--- src/rtl/timer_chan_pkg.sv ---
package timer_chan_pkg;

  localparam int DATA_W = 32;
  localparam int ADDR_W = 3;
  localparam int CNT_W  = 16;
  localparam int SRC_W  = 3;
  localparam int PS_W   = 3;
  localparam int CTRL_W = SRC_W + PS_W;

  typedef enum logic [ADDR_W-1:0] {
    REG_CTRL     = 3'd0,
    REG_FULL     = 3'd1,
    REG_COUNT    = 3'd2,
    REG_GATE_SET = 3'd3,
    REG_GATE_CLR = 3'd4,
    REG_STATUS   = 3'd5,
    REG_RUN_SET  = 3'd6,
    REG_RUN_CLR  = 3'd7
  } reg_idx_t;

  // Strobes from control to datapath
  typedef struct packed {
    logic             cntLoad;
    logic [CNT_W-1:0] cntValue;
    logic             preRestart;
  } path_strobe_t;

endpackage

--- src/rtl/timer_chan_ctrl.sv ---
module timer_chan_ctrl
  import timer_chan_pkg::*;
(
  input  logic              clk,
  input  logic              rstN,
  input  logic              wrEn,
  input  logic [ADDR_W-1:0] addr,
  input  logic [DATA_W-1:0] wdata,
  input  logic [CNT_W-1:0]  countValue,
  output logic [DATA_W-1:0] rdata,
  output path_strobe_t      strb,
  output logic              active,
  output logic [SRC_W-1:0]  srcSel,
  output logic [PS_W-1:0]   psSel,
  output logic [CNT_W-1:0]  fullValue
);

  logic              gateQ;
  logic              runQ;
  logic [CTRL_W-1:0] ctrlQ;
  logic [CNT_W-1:0]  fullQ;

  logic ctrlAccept, gateSetHit, gateClrHit, runSetHit, runClrHit;
  logic wdataUnused;

  assign wdataUnused = ^wdata[DATA_W-1:CNT_W];

  assign ctrlAccept = wrEn && (addr == REG_CTRL) && !gateQ;
  assign gateSetHit = wrEn && (addr == REG_GATE_SET) && wdata[0];
  assign gateClrHit = wrEn && (addr == REG_GATE_CLR) && wdata[0];
  assign runSetHit  = wrEn && (addr == REG_RUN_SET) && wdata[0];
  assign runClrHit  = wrEn && (addr == REG_RUN_CLR) && wdata[0];

  always_comb begin
    strb.cntLoad    = wrEn && (addr == REG_COUNT);
    strb.cntValue   = wdata[CNT_W-1:0];
    strb.preRestart = (ctrlAccept && (wdata[CTRL_W-1:0] != ctrlQ)) ||
                      (runSetHit && !runQ) || (runClrHit && runQ);
  end

  always_ff @(posedge clk or negedge rstN) begin
    if (!rstN) begin
      gateQ <= 1'b1;
      runQ  <= 1'b0;
      ctrlQ <= '0;
      fullQ <= '1;
    end else begin
      if (ctrlAccept) ctrlQ <= wdata[CTRL_W-1:0];
      if (wrEn && (addr == REG_FULL)) fullQ <= wdata[CNT_W-1:0];
      if (gateSetHit)      gateQ <= 1'b1;
      else if (gateClrHit) gateQ <= 1'b0;
      if (runSetHit)       runQ <= 1'b1;
      else if (runClrHit)  runQ <= 1'b0;
    end
  end

  assign active    = runQ && !gateQ;
  assign srcSel    = ctrlQ[SRC_W-1:0];
  assign psSel     = ctrlQ[CTRL_W-1:SRC_W];
  assign fullValue = fullQ;

  always_comb begin
    case (addr)
      REG_CTRL:   rdata = DATA_W'(ctrlQ);
      REG_FULL:   rdata = DATA_W'(fullQ);
      REG_COUNT:  rdata = DATA_W'(countValue);
      REG_STATUS: rdata = DATA_W'({runQ, gateQ});
      default:    rdata = '0;
    endcase
  end

  // control register frozen while gated
  assert_gated_ctrl_frozen_R5: assert property (@(posedge clk) disable iff (!rstN)
    gateQ |=> $stable(ctrlQ));

  // gate-set write leaves the supply gated
  assert_gate_set_takes_R3: assert property (@(posedge clk) disable iff (!rstN)
    (wrEn && addr == REG_GATE_SET && wdata[0]) |=> gateQ);

  // enable-clear write leaves the counter disabled
  assert_run_clear_takes_R4: assert property (@(posedge clk) disable iff (!rstN)
    (wrEn && addr == REG_RUN_CLR && wdata[0] && !(addr == REG_RUN_SET)) |=> !runQ);

endmodule

--- src/rtl/timer_chan_path.sv ---
module timer_chan_path
  import timer_chan_pkg::*;
#(
  parameter int MAX_PS      = 5,
  parameter int SYNC_STAGES = 2
) (
  input  logic             clk,
  input  logic             rstN,
  input  logic             rtcClkIn,
  input  logic             extClkIn,
  input  path_strobe_t     strb,
  input  logic             active,
  input  logic [SRC_W-1:0] srcSel,
  input  logic [PS_W-1:0]  psSel,
  input  logic [CNT_W-1:0] fullValue,
  output logic [CNT_W-1:0] countValue,
  output logic             doneSet
);

  localparam int PRE_W  = 2 * MAX_PS;
  localparam int N_SLOW = 2;

  logic [N_SLOW-1:0] slowIn, slowEdge;
  assign slowIn = {extClkIn, rtcClkIn};

  for (genvar i = 0; i < N_SLOW; i++) begin : g_sync
    logic [SYNC_STAGES:0] chainQ;
    always_ff @(posedge clk or negedge rstN) begin
      if (!rstN) chainQ <= '0;
      else       chainQ <= {chainQ[SYNC_STAGES-1:0], slowIn[i]};
    end
    assign slowEdge[i] = chainQ[SYNC_STAGES-1] & ~chainQ[SYNC_STAGES];
  end

  logic srcTick;
  always_comb begin
    case (srcSel)
      3'b001:  srcTick = 1'b1;
      3'b010:  srcTick = slowEdge[0];
      3'b100:  srcTick = slowEdge[1];
      default: srcTick = 1'b0;
    endcase
  end

  logic [PS_W-1:0]  psEff;
  logic [PRE_W-1:0] preLimit, preQ;
  logic             divTick;

  assign psEff    = (psSel > PS_W'(MAX_PS)) ? PS_W'(MAX_PS) : psSel;
  assign preLimit = ~({PRE_W{1'b1}} << {psEff, 1'b0});
  assign divTick  = active && srcTick && (preQ == preLimit);

  always_ff @(posedge clk or negedge rstN) begin
    if (!rstN)                preQ <= '0;
    else if (strb.preRestart) preQ <= '0;
    else if (active && srcTick) preQ <= divTick ? '0 : preQ + 1'b1;
  end

  logic [CNT_W-1:0] countQ, nextCount;
  logic             doneQ;

  assign nextCount = (countQ == fullValue) ? '0 : countQ + 1'b1;

  always_ff @(posedge clk or negedge rstN) begin
    if (!rstN) begin
      countQ <= '0;
      doneQ  <= 1'b0;
    end else begin
      if (strb.cntLoad)  countQ <= strb.cntValue;
      else if (divTick)  countQ <= nextCount;
      doneQ <= divTick && !strb.cntLoad && (nextCount == fullValue);
    end
  end

  assign countValue = countQ;
  assign doneSet    = doneQ;

  // a pulse follows a tick that reached the full value
  assert_done_matches_full_R9: assert property (@(posedge clk) disable iff (!rstN)
    doneSet |-> (countQ == $past(fullValue)));

  // no counting while disabled or gated
  assert_idle_holds_count_R8: assert property (@(posedge clk) disable iff (!rstN)
    (!active && !strb.cntLoad) |=> $stable(countQ));

  // without a load the counter only holds, steps by one, or returns to zero
  assert_count_step_R11: assert property (@(posedge clk) disable iff (!rstN)
    !strb.cntLoad |=> (countQ == $past(countQ) || countQ == $past(countQ) + 1'b1 ||
                       countQ == '0));

endmodule

--- src/rtl/timer_chan.sv ---
module timer_chan
  import timer_chan_pkg::*;
#(
  parameter int MAX_PS      = 5,
  parameter int SYNC_STAGES = 2
) (
  input  logic              clk,
  input  logic              rstN,
  input  logic              wrEn,
  input  logic [ADDR_W-1:0] addr,
  input  logic [DATA_W-1:0] wdata,
  output logic [DATA_W-1:0] rdata,
  input  logic              rtcClkIn,
  input  logic              extClkIn,
  output logic              doneSet
);

  path_strobe_t     strb;
  logic             active;
  logic [SRC_W-1:0] srcSel;
  logic [PS_W-1:0]  psSel;
  logic [CNT_W-1:0] fullValue, countValue;

  timer_chan_ctrl u_ctrl (
    .clk(clk), .rstN(rstN), .wrEn(wrEn), .addr(addr), .wdata(wdata),
    .countValue(countValue), .rdata(rdata), .strb(strb), .active(active),
    .srcSel(srcSel), .psSel(psSel), .fullValue(fullValue)
  );

  timer_chan_path #(.MAX_PS(MAX_PS), .SYNC_STAGES(SYNC_STAGES)) u_path (
    .clk(clk), .rstN(rstN), .rtcClkIn(rtcClkIn), .extClkIn(extClkIn),
    .strb(strb), .active(active), .srcSel(srcSel), .psSel(psSel),
    .fullValue(fullValue), .countValue(countValue), .doneSet(doneSet)
  );

endmodule

--- config.mk ---
export PLATFORM = sky130hd
export DESIGN_NAME = timer_chan
export DESIGN_NICKNAME = d
export VERILOG_FILES = /design/src/rtl/timer_chan_pkg.sv /design/src/rtl/timer_chan_ctrl.sv /design/src/rtl/timer_chan_path.sv /design/src/rtl/timer_chan.sv
export SDC_FILE = /design/constraint.sdc
export NUM_CORES = 1
export LEC_CHECK = 0
export BUFFER_PORTS_ARGS = -buffer_cell sky130_fd_sc_hd__buf_2
export CAP_MARGIN = 20
export CORE_ASPECT_RATIO = 0.7
export CORE_MARGIN = 5
export CORE_UTILIZATION = 30
export CTS_BUF_LIST = sky130_fd_sc_hd__clkbuf_2 sky130_fd_sc_hd__clkbuf_4 sky130_fd_sc_hd__clkbuf_8
export DETAILED_ROUTE_END_ITERATION = 7
export PLACE_DENSITY_LB_ADDON = 0.1
export SLEW_MARGIN = 10
export SYNTH_ARGS = -nofsm -noshare
export SYNTH_HDL_FRONTEND = slang
export SYNTH_SLANG_ARGS = --single-unit
export TNS_END_PERCENT = 30
--- constraint.sdc ---
create_clock -name clk -period 3 [get_ports clk]
set_clock_uncertainty 0.2 [all_clocks]
set_input_delay 0.45 -clock clk [delete_from_list [all_inputs] [get_ports clk]]
set_output_delay 0.45 -clock clk [all_outputs]
set_load 0.1 [all_outputs]
; Word level (Yosys, flattened, before mapping)
; Index checks and enable logic that the tools add are counted.
[word_totals]
register_bits = 57
latch_bits = 0
ramBits = 0
rom_bits = 0
input_bits = 40
output_inout_bits = 33
word_cells = 75
n_memories = 0
[classes]
add_sub_neg = 2
multipliers = 0
div_mod_pow = 0
magnitude_cmp = 1
eq_ne = 14
shifts = 1
muxes = 13
bitwise = 5
n_reduce_logical = 30
[ops]
columns = cell, count
row1 = case mux 16 bit (4 select lines), 1
row2 = two-way mux 16 bit, 3
row3 = == test 16 bit, 2
row4 = two-way mux 10 bit, 3
row5 = logical AND 1 bit, 20
row6 = adder 16 x 1 -> 16 bit (second input constant), 1
row7 = == test 3 bit (second input constant), 5
row8 = adder 10 x 1 -> 10 bit (second input constant), 1
row9 = == test 10 bit, 1
row10 = NOT 10 bit, 1
row11 = left shift 10 x 4 -> 10 bit (first input constant), 1
row12 = == test 3 x 2 -> 1 bit (second input constant), 3
row13 = nonzero test 2 bit, 4
row14 = == test 3 x 1 -> 1 bit (second input constant), 2
row15 = inequality test 6 bit, 1
row16 = two-way mux 1 bit, 4
row17 = greater-than comparator 3 bit (second input constant), 1
row18 = logical NOT 1 bit, 3
row19 = logical NOT 3 bit, 1
row20 = two-way mux 3 bit, 1
row21 = case mux 1 bit (3 select lines), 1
row22 = AND 1 bit, 2
row23 = logical OR 1 bit, 2
row24 = NOT 1 bit, 2

; Logic depth before layout (Yosys ltp)
; Gate-level depths: netlist of run 1.
[logic_depth]
word_depth = 9
mapped_depth = 11
ltp_nobuf = 8

; Cells and area by module
; A second synthesis of run 1 with hierarchy kept.
[hier_totals]
cells_unflattened = 473
hier_area_um2 = 4182.8
[modules_own_cells]
columns = module, instances, cells_per_inst, area_each_um2, seq_area_each_um2
row1 = timer_chan_path, 1, 316, 2547.4, 825.8
row2 = timer_chan_ctrl, 1, 157, 1635.3, 621.8

; Worst setup path after synthesis of run 1
; Ideal clock, no wire load.
[synth_path]
kind = input -> output
startpoint = in addr[0]
endpoint = out rdata[1]
arrival_ps = 3402
required_time_ps = 2350
path_slack_ps = -1052
path_stages = 6
n_path_buf = 2
path_cell_list = clkbuf_1 clkbuf_1 mux2i_1 nor2_1 a31oi_1 o21ai_0
[synth_between]
elab_chain_cells = 2
elab_cells_between_ends = 5
classes_between = eq/ne (3) / mux (1) / reduce/logical (1)
[synth_lines]
columns = item, line_no
row1 = from (decl), timer_chan.sv:10  ; input logic [ADDR_W-1:0] addr,
row2 = == test 3 bit (tied with other cells), timer_chan_ctrl.sv:63  ; case (addr)
row3 = case mux 16 bit (4 select lines) (*), timer_chan_ctrl.sv:63
row4 = to (decl), timer_chan.sv:12  ; output logic [DATA_W-1:0] rdata,
; Every way passes the cells marked *; elsewhere a longest branch is shown, timed or not.

; Final worst setup path of run 1
[layout_path]
startpoint = reg u_path.countQ[4], in the netlist u_path.countValue[4]
endpoint = reg u_path.doneQ, in the netlist u_path.doneSet
[layout_between]
elab_chain_cells = 4
elab_cells_between_ends = 5
classes_between = add/sub (1) / eq/ne (2) / mux (1) / reduce/logical (1)
[layout_lines]
columns = item, line_no
row1 = from (decl), timer_chan_path.sv:59  ; logic [CNT_W-1:0] countQ, nextCount;
row2 = from (signal assigned), timer_chan_path.sv:69  ; if (strb.cntLoad) countQ <= strb.cntValue;
row3 = from (signal assigned), timer_chan_path.sv:70  ; else if (divTick) countQ <= nextCount;
row4 = adder 16 x 1 -> 16 bit / == test 16 bit (equally long branches), timer_chan_path.sv:62  ; assign nextCount = (countQ == fullValue) ? '0 : countQ + 1'b1;
row5 = two-way mux 16 bit (*), timer_chan_path.sv:62
row6 = == test 16 bit (*), timer_chan_path.sv:71  ; doneQ <= divTick && !strb.cntLoad && (nextCount == fullValue);
row7 = logical AND 1 bit (*), timer_chan_path.sv:71
row8 = to (signal assigned), timer_chan_path.sv:71
row9 = to (decl), timer_chan_path.sv:60  ; logic doneQ;
; Marked as above.
; A chain may end at the register's enable or synchronous reset.

==> results of run 1 <==
-- path summary, 6_finish.rpt --
check / startpoint / endpoint / slack (ps) / cells past startpoint
setup / recovery: u_path.countValue[4] / u_path.doneSet / 130 / 8
hold / removal: wdata[14] / u_ctrl.fullValue[14] / 110 / 3
setup reg to reg: u_path.countValue[4] / u_path.doneSet / 130 / 8
hold reg to reg: u_path.g_sync[0].chainQ[0] / u_path.g_sync[0].chainQ[1] / 160 / 0
max in group asynchronous: rstN / u_ctrl.fullValue[7] / 1720 / 3
min in group asynchronous: rstN / u_path.preQ[6] / 220 / 2
-- kinds of logic (layout without fill, tap and decap cells) --
group                      after synthesis  count (layout)
other                                    1              16
muxes                                   27              27
xor gates and xnor gates                40              40
and+or+nand+nor                        207             207
buffers and inverters                   65             118
AOI/OAI and AO/OA                      110             110
adders and majority gates                2               2
DFF                                     57              57
-- timing repair --
action	in CTS	in global routing
hold buffers	3	0
resized for setup	0	6
hold endpoints to repair	22	0
endpoints found under the setup margin	0	1
-- layer usage --
| metal | routed length (um) | global-route usage, % | part of all wire, % |
|---|---|---|---|
| met2 | 4715 | 21.17 | 38 |
| met3 | 714 | 3.855 | 5.8 |
| met5 | 0 | 0 | 0 |
| met1 | 6719 | 23.88 | 55 |
| met4 | 131 | 3.656 | 1.1 |
-- power groups by stage --
| stage | combinational [mW] | sequential, mW | clock, mW |
|---|---|---|---|
| floorplan | 1.00 | 1.06 | 0 |
| finish | 1.38 | 1.11 | 0.762 |
| CTS | 1.37 | 1.12 | 0.785 |
| detailed placement | 1.36 | 1.13 | 0 |
| global route | 1.51 | 1.14 | 0.818 |
| global placement | 1.35 | 1.12 | 0 |
-- layout by cell type, fill, tap and decap left out, drive strengths merged, types with 3 or more instances in the layout --
| cell type | count |
|---|---|
| a22oi | 13 |
| a211o | 4 |
| dfrtp | 40 |
| o311ai | 3 |
| and3 | 3 |
| nor3 | 12 |
| nand3b | 6 |
| a21o | 5 |
| dfstp | 17 |
| mux2 | 17 |
| conb | 16 |
| nor2b | 6 |
| or4 | 4 |
| nor2 | 87 |
| nand2b | 4 |
| nand2 | 32 |
| clkbuf | 11 |
| nand4 | 8 |
| nor4b | 3 |
| xor2 | 15 |
| a31oi | 17 |
| nor3b | 4 |
| nor4 | 5 |
| mux2i | 10 |
| xnor2 | 25 |
| inv | 11 |
| nand3 | 14 |
| dlygate4sd3 | 3 |
| and2 | 3 |
| a21oi | 16 |
| o21a | 4 |
| buf | 88 |
| o211ai | 3 |
| o21ai | 31 |
| or3 | 6 |
-- state kept, by name, indices dropped and copies added, names as in the netlist --
name / cells
u_ctrl.runQ: 1
u_path.preQ: 10
u_ctrl.gateQ: 1
u_path.g_sync.chainQ: 6
u_ctrl.fullValue: 16
u_path.doneSet: 1
u_path.countValue: 16
u_ctrl.ctrlQ: 6
-- critical path, cell delays in order (launching register included) --
cell and delay, ps:
dfrtp_1 360, buf_4 190, nand4_4 220, or3_4 440
a211o_1 300, a21o_1 200, a2111o_1 420, nor4b_2 260
and4_1 210
-- per-stage QoR --
stage               total power [mW]  instance area, um2  cells
finish                         3.252                5300    767
global route                   3.472                5300    767
CTS                            3.270                5274    767
detailed placement             2.485                5044    748
global placement               2.473                5044    748
floorplan                      2.063                4295    524
-- cell type report --
cell class / count / area share (%)
clock inverters: 5 / 1.039
clock buffers: 11 / 2.738
inverters: 11 / 0.7790
flip-flops and latches: 57 / 27.31
repair buffers: 91 / 15.68
multi-input cells: 402 / 47.97
well taps: 190 / 4.485
==> qor.yml, run 1 <==
grt:
  wire_length_of_the_first_global_routing_pass_mm: 20.33
  grt_pass1_vias: 3691
  gr-total-overflow: 0
  antenna_found_initial: 0
  grt_util_all_layers_pct: 15.43
  grt_max_degree: 34
placed_design:
  io_buffer_count: 40
  dp_worst_setup_slack_ps: 46.33
  place_congestion: 0.8346
  dp_hpwl_mm: 9.287
detailed_routing:
  drt_pass1_iterations: 4
  drt-vias-per-instance: 4.864
  num_vias: 3731
  avgRoutedWirePerCell_um: 16.01
  routed_wl_mm: 12.28
  drt.antenna.violating_nets: 0
  initialDrtViolationCount: 213
  drcViolationCount: 0
power_and_ir_drop:
  ir_drop_v: 0.0001785
  power.share.combinational_pct: 42.3
  power_frac_seq_pct: 34.3
  power_per_cell_area_nw_per_um2: 613.6
  power.static_leakage_nw: 2.169
  p_clk_share_pct: 23.4
  netSwitchingFraction_pct: 41.05
  power_switching_mw: 1.335
  cellInternalPower_mw: 1.917
layout:
  register_area_um2: 1448
  num_antenna_cells: 0
  fillCellCount: 1482
  multi_input_combinational_cell_area_um2: 2542
  final_core_util_pct: 38.20
  area_growth_syn_to_layout_pct: 25.29
  final_nets: 614
  layout-drive-gt1-share_pct: 26.86
floorplan:
  initial_core_util_pct: 30.49
  num_io_pins: 73
  die_width_um: 151.9
  placeableCoreArea_um2: 13870
  die_y_um: 109.4
  row_count: 36
  dieArea_um2: 16610
synthesis:
  synth_largest_area_cell: "dfrtp_1"
  synth.area.top_cells: "dfrtp_1, dfstp_2, nor2_1"
  synth.mux.area_fraction_pct: 6.891
  synth_xor_xnor_area_share_pct: 8.282
  dominant_combinational_cell_family_by_area_after_synthesis: "simple AND/OR/NAND/NOR gates"
  mappedNetlistArea_um2: 4230
  yosys_register_bits: 57
  synth_enable_flop_cells: 0
  synthMostInstantiatedCell: "nor2_1"
  synthSimpleGateAreaFrac_pct: 25.14
  yosysUniqueCellTypes: 63
  share_of_the_synthesized_area_in_compound_gates_ao_oa_aoi_oai_pct: 16.83
  synth.top_cell.area_share_pct: 23.66
  mean_cell_area_of_the_mapped_netlist_um2: 8.311
  synth_commonest_cells: "nor2_1, dfrtp_1, nand2_1"
  postSynth.asyncResetShare_pct: 100.0
  synth.yosys.seq_area_share_pct: 34.22
  postSynthCellCount: 509
  synth_top_flop_cell: "dfrtp_1"
  post_synth_fa_ha_maj_area_fraction_pct: 0.5915
  yosysWarnings: 0
timing:
  worst_hold_slack_ps: 112.6
  timing.final.crit_share_pct: 95.63
  slew_headroom_pct: 65.38
  least_setup_slack_across_all_paths_after_layout_ps: 131.0
  final.min_clock_period_ps: 2869
  final_max_slew_viol_count: 0
  finalSetupViolations: 0
  final_hold_viol_count: 0
  setup_tns_ps: 0
  worstMarginPinSlew_ps: 514.5
  fmaxAchievable_mhz: 348.6
critical_path:
  data_arrival_at_the_endpoint_of_the_critical_path_ps: 2970
  crit_path_start_kind: "register"
  critical_path.endpoint_type: "register"
  critical_path_class: "register to register"
  worst_ep_required_time_ps: 3100
  critical_path.max_fanout: 10
clocking:
  cts_setup_buffers: 0
  clockBufferDepth: 2
  clock-sinks: 57
  path_clk_slew_ps: 80
  cts_inserted_buffers: 9
  clock-root-buffer: "clkbuf_8"
  htree_levels: 3
  cts_tree: "built"
  clk_latency_ps: 360
min_path:
  hold_path.class: "primary input to register"
flow_run:
  drv_cap: 0
status:
  status: "finished, final reports clean"
Power figures use the tool's default switching activity.
==> inputs of run 2 (changes only) <==
ABC_AREA = 1   (was unset)
==> run 2 against run 1 <==
Compared with the run above: register-to-register slack improved by 400 ps; wire length is 6.5% higher; utilization is 1.6 points lower; critical path depth up 1; fmax rose by 16%; synthesized cell count up 26%; area after synthesis barely moved; non-clock buffer count fell by 39; die area about the same; critical endpoint is now u_path.countValue[8]; sequential share of layout area is 1.2 points higher.
==> qor.yml, run 2 <==
status:
  status: "finished, final reports clean"
synthesis:
  synth.yosys.seq_area_share_pct: 34.23  # about the same
  synth_enable_flop_cells: 0  # unchanged
  synth.area.top_cells: "dfrtp_1, nand2_1, dfstp_2"
  synth_top_flop_cell: "dfrtp_1"
  yosys_register_bits: 57  # unchanged
  mean_cell_area_of_the_mapped_netlist_um2: 6.598  # -21%
  mappedNetlistArea_um2: 4229  # about the same
  synthMostInstantiatedCell: "nand2_1"
  yosysUniqueCellTypes: 39  # -38%
  synth.top_cell.area_share_pct: 23.67  # about the same
  postSynth.asyncResetShare_pct: 100.0  # unchanged
  yosysWarnings: 0  # unchanged
  postSynthCellCount: 641  # +26%
  synth_largest_area_cell: "dfrtp_1"
  synth_commonest_cells: "nand2_1, inv_1, nor2_1"
floorplan:
  initial_core_util_pct: 30.48  # about the same
  row_count: 36  # unchanged
  die_width_um: 151.9  # about the same
  die_y_um: 109.3  # about the same
  num_io_pins: 73  # unchanged
  placeableCoreArea_um2: 13870  # unchanged
  dieArea_um2: 16610  # about the same
critical_path:
  critical_path.endpoint_type: "register"
  worst_ep_required_time_ps: 3080  # -20 ps
  critical_path_class: "register to register"
  crit_path_start_kind: "register"
  critical_path.max_fanout: 16  # +6
  data_arrival_at_the_endpoint_of_the_critical_path_ps: 2550  # -420 ps
clocking:
  clk_latency_ps: 350  # about the same
  clockBufferDepth: 2  # unchanged
  cts_inserted_buffers: 9  # unchanged
  htree_levels: 3  # unchanged
  clock-sinks: 57  # unchanged
  cts_tree: "built"
  path_clk_slew_ps: 70  # about the same
  clock-root-buffer: "clkbuf_8"
placed_design:
  place_congestion: 0.8840  # +5.9%
  post-place-cells: 861  # +15%
  dp_hpwl_mm: 9.833  # +5.9%
  io_buffer_count: 40  # unchanged
detailed_routing:
  num_vias: 4138  # +11%
  routed_wl_mm: 13.07  # +6.5%
  drt_pass1_iterations: 5  # +1
  initialDrtViolationCount: 328  # +54%
  drcViolationCount: 0  # unchanged
  drt-vias-per-instance: 4.702  # -3.3%
  avgRoutedWirePerCell_um: 14.86  # -7.2%
  drt.antenna.violating_nets: 0  # unchanged
timing:
  grt_setup_unrepaired: "false"
  worstMarginPinSlew_ps: 812.2  # +297.7 ps
  timing.final.crit_share_pct: 82.29  # -13 points
  slew_headroom_pct: 45.80  # -20 points
  final_hold_viol_count: 0  # unchanged
  setup_tns_ps: 0  # unchanged
  final.min_clock_period_ps: 2469  # -400.2 ps
  final_max_slew_viol_count: 0  # unchanged
  fmaxAchievable_mhz: 405.1  # +16%
  finalSetupViolations: 0  # unchanged
grt:
  gr-total-overflow: 0  # unchanged
  antenna_found_initial: 0  # unchanged
  grt_max_degree: 58  # +71%
  grt_pass1_vias: 3862  # +4.6%
  grt_util_all_layers_pct: 16.17  # +0.74 points
  wire_length_of_the_first_global_routing_pass_mm: 21.16  # +4.1%
layout:
  register_area_um2: 1448  # unchanged
  multi_input_combinational_cell_area_um2: 2301  # -9.5%
  final_cell_mix: "nand2_1, inv_1, nor2_1, nand3_1, dfrtp_1"
  area_growth_syn_to_layout_pct: 19.97
  fillCellCount: 1544  # +4.2%
  layout-drive-gt1-share_pct: 16.52  # -10 points
  mostFrequentLayoutCell: "nand2_1"
  num_antenna_cells: 0  # unchanged
  final-instance-count-excl-fill: 880  # +15%
  final_nets: 727  # +18%
power_and_ir_drop:
  power.static_leakage_nw: 2.530  # +17%
  power_per_cell_area_nw_per_um2: 699.5  # +14%
  ir_drop_v: 0.0001919  # +7.5%
flow_run:
  drv_cap: 0  # unchanged
min_path:
  hold_path.class: "primary input to register"
==> run 2: cell families after synthesis <==
family	after synthesis	share of synthesized area (%)
flip-flops	57	34.23
adder cells (fa/ha/maj)	2	0.5916
XOR/XNOR	19	3.935
buffers and inverters	117	12.69
AND/OR/NAND/NOR	372	38.14
AO/OA/AOI/OAI	73	10.33
other	1	0.08867
==> run 2: critical path, stage by stage (launching register included) <==
cell and delay [ps]:
dfrtp_1 580, nor2_4 260, nand2_4 90, nor2_1 110
nor2_1 50, nand3_1 140, nor2_1 100, nor2_2 620
nand2_1 110, nand3_1 110
==> run 2: layer usage <==
layer	GRT usage, %	part of all wire (%)	up-vias
met5	0	0	-
met4	3.271	0.70	0
met3	3.698	6.3	6
met2	22.02	38	106
met1	25.60	55	1916
li1	-	-	2110
==> run 2: power breakdown <==
part | internal [mW] | switching, mW
clock | 0.608 | 0.345
sequential | 0.950 | 0.230
combinational | 0.456 | 0.960
==> run 2: final cells by class <==
type	count	share of cell area (%)
clock inverters	4	1.948
flip-flops and latches	57	28.53
clock buffers	12	3.132
well taps	190	4.686
multi-input cells	482	45.35
repair buffers	52	10.21
inverters	83	6.141
==> run 2: final timing paths <==
kind | slack [ps] | startpoint | endpoint | cells past startpoint
hold reg to reg | 150 | u_path.g_sync[0].chainQ[0] | u_path.g_sync[0].chainQ[1] | 0
max in group asynchronous | 1840 | rstN | u_ctrl.fullValue[5] | 3
min in group asynchronous | 440 | rstN | u_path.preQ[5] | 3
hold / removal | 130 | wdata[10] | u_path.countValue[10] | 3
setup reg to reg | 530 | u_ctrl.ctrlQ[5] | u_path.countValue[8] | 9
setup / recovery | 530 | u_ctrl.ctrlQ[5] | u_path.countValue[8] | 9
==> run 2: repair_timing <==
action	4_1_cts	5_1_grt
endpoints found under the hold margin	42	0
hold buffers	3	0
buffers inserted	0	0
gates resized for setup	0	0
==> run 2: metrics by stage <==
step | setup slack [ps] | cell area [um2] | util [%] | total power [mW] | hold WS [ps]
2_1_floorplan | -98.39 | 4285 | - | 2.226 | -45.59
3_3_place_gp | 539.5 | 4786 | 34.50 | 2.591 | 137.1
3_5_place_dp | 501.1 | 4786 | 34.50 | 2.602 | 141.7
4_1_cts | 474.4 | 5074 | 36.57 | 3.582 | 113.6
5_1_grt | 247.2 | 5074 | 36.57 | 3.825 | 117.1
6_report | 531.2 | 5074 | 36.57 | 3.549 | 128.5
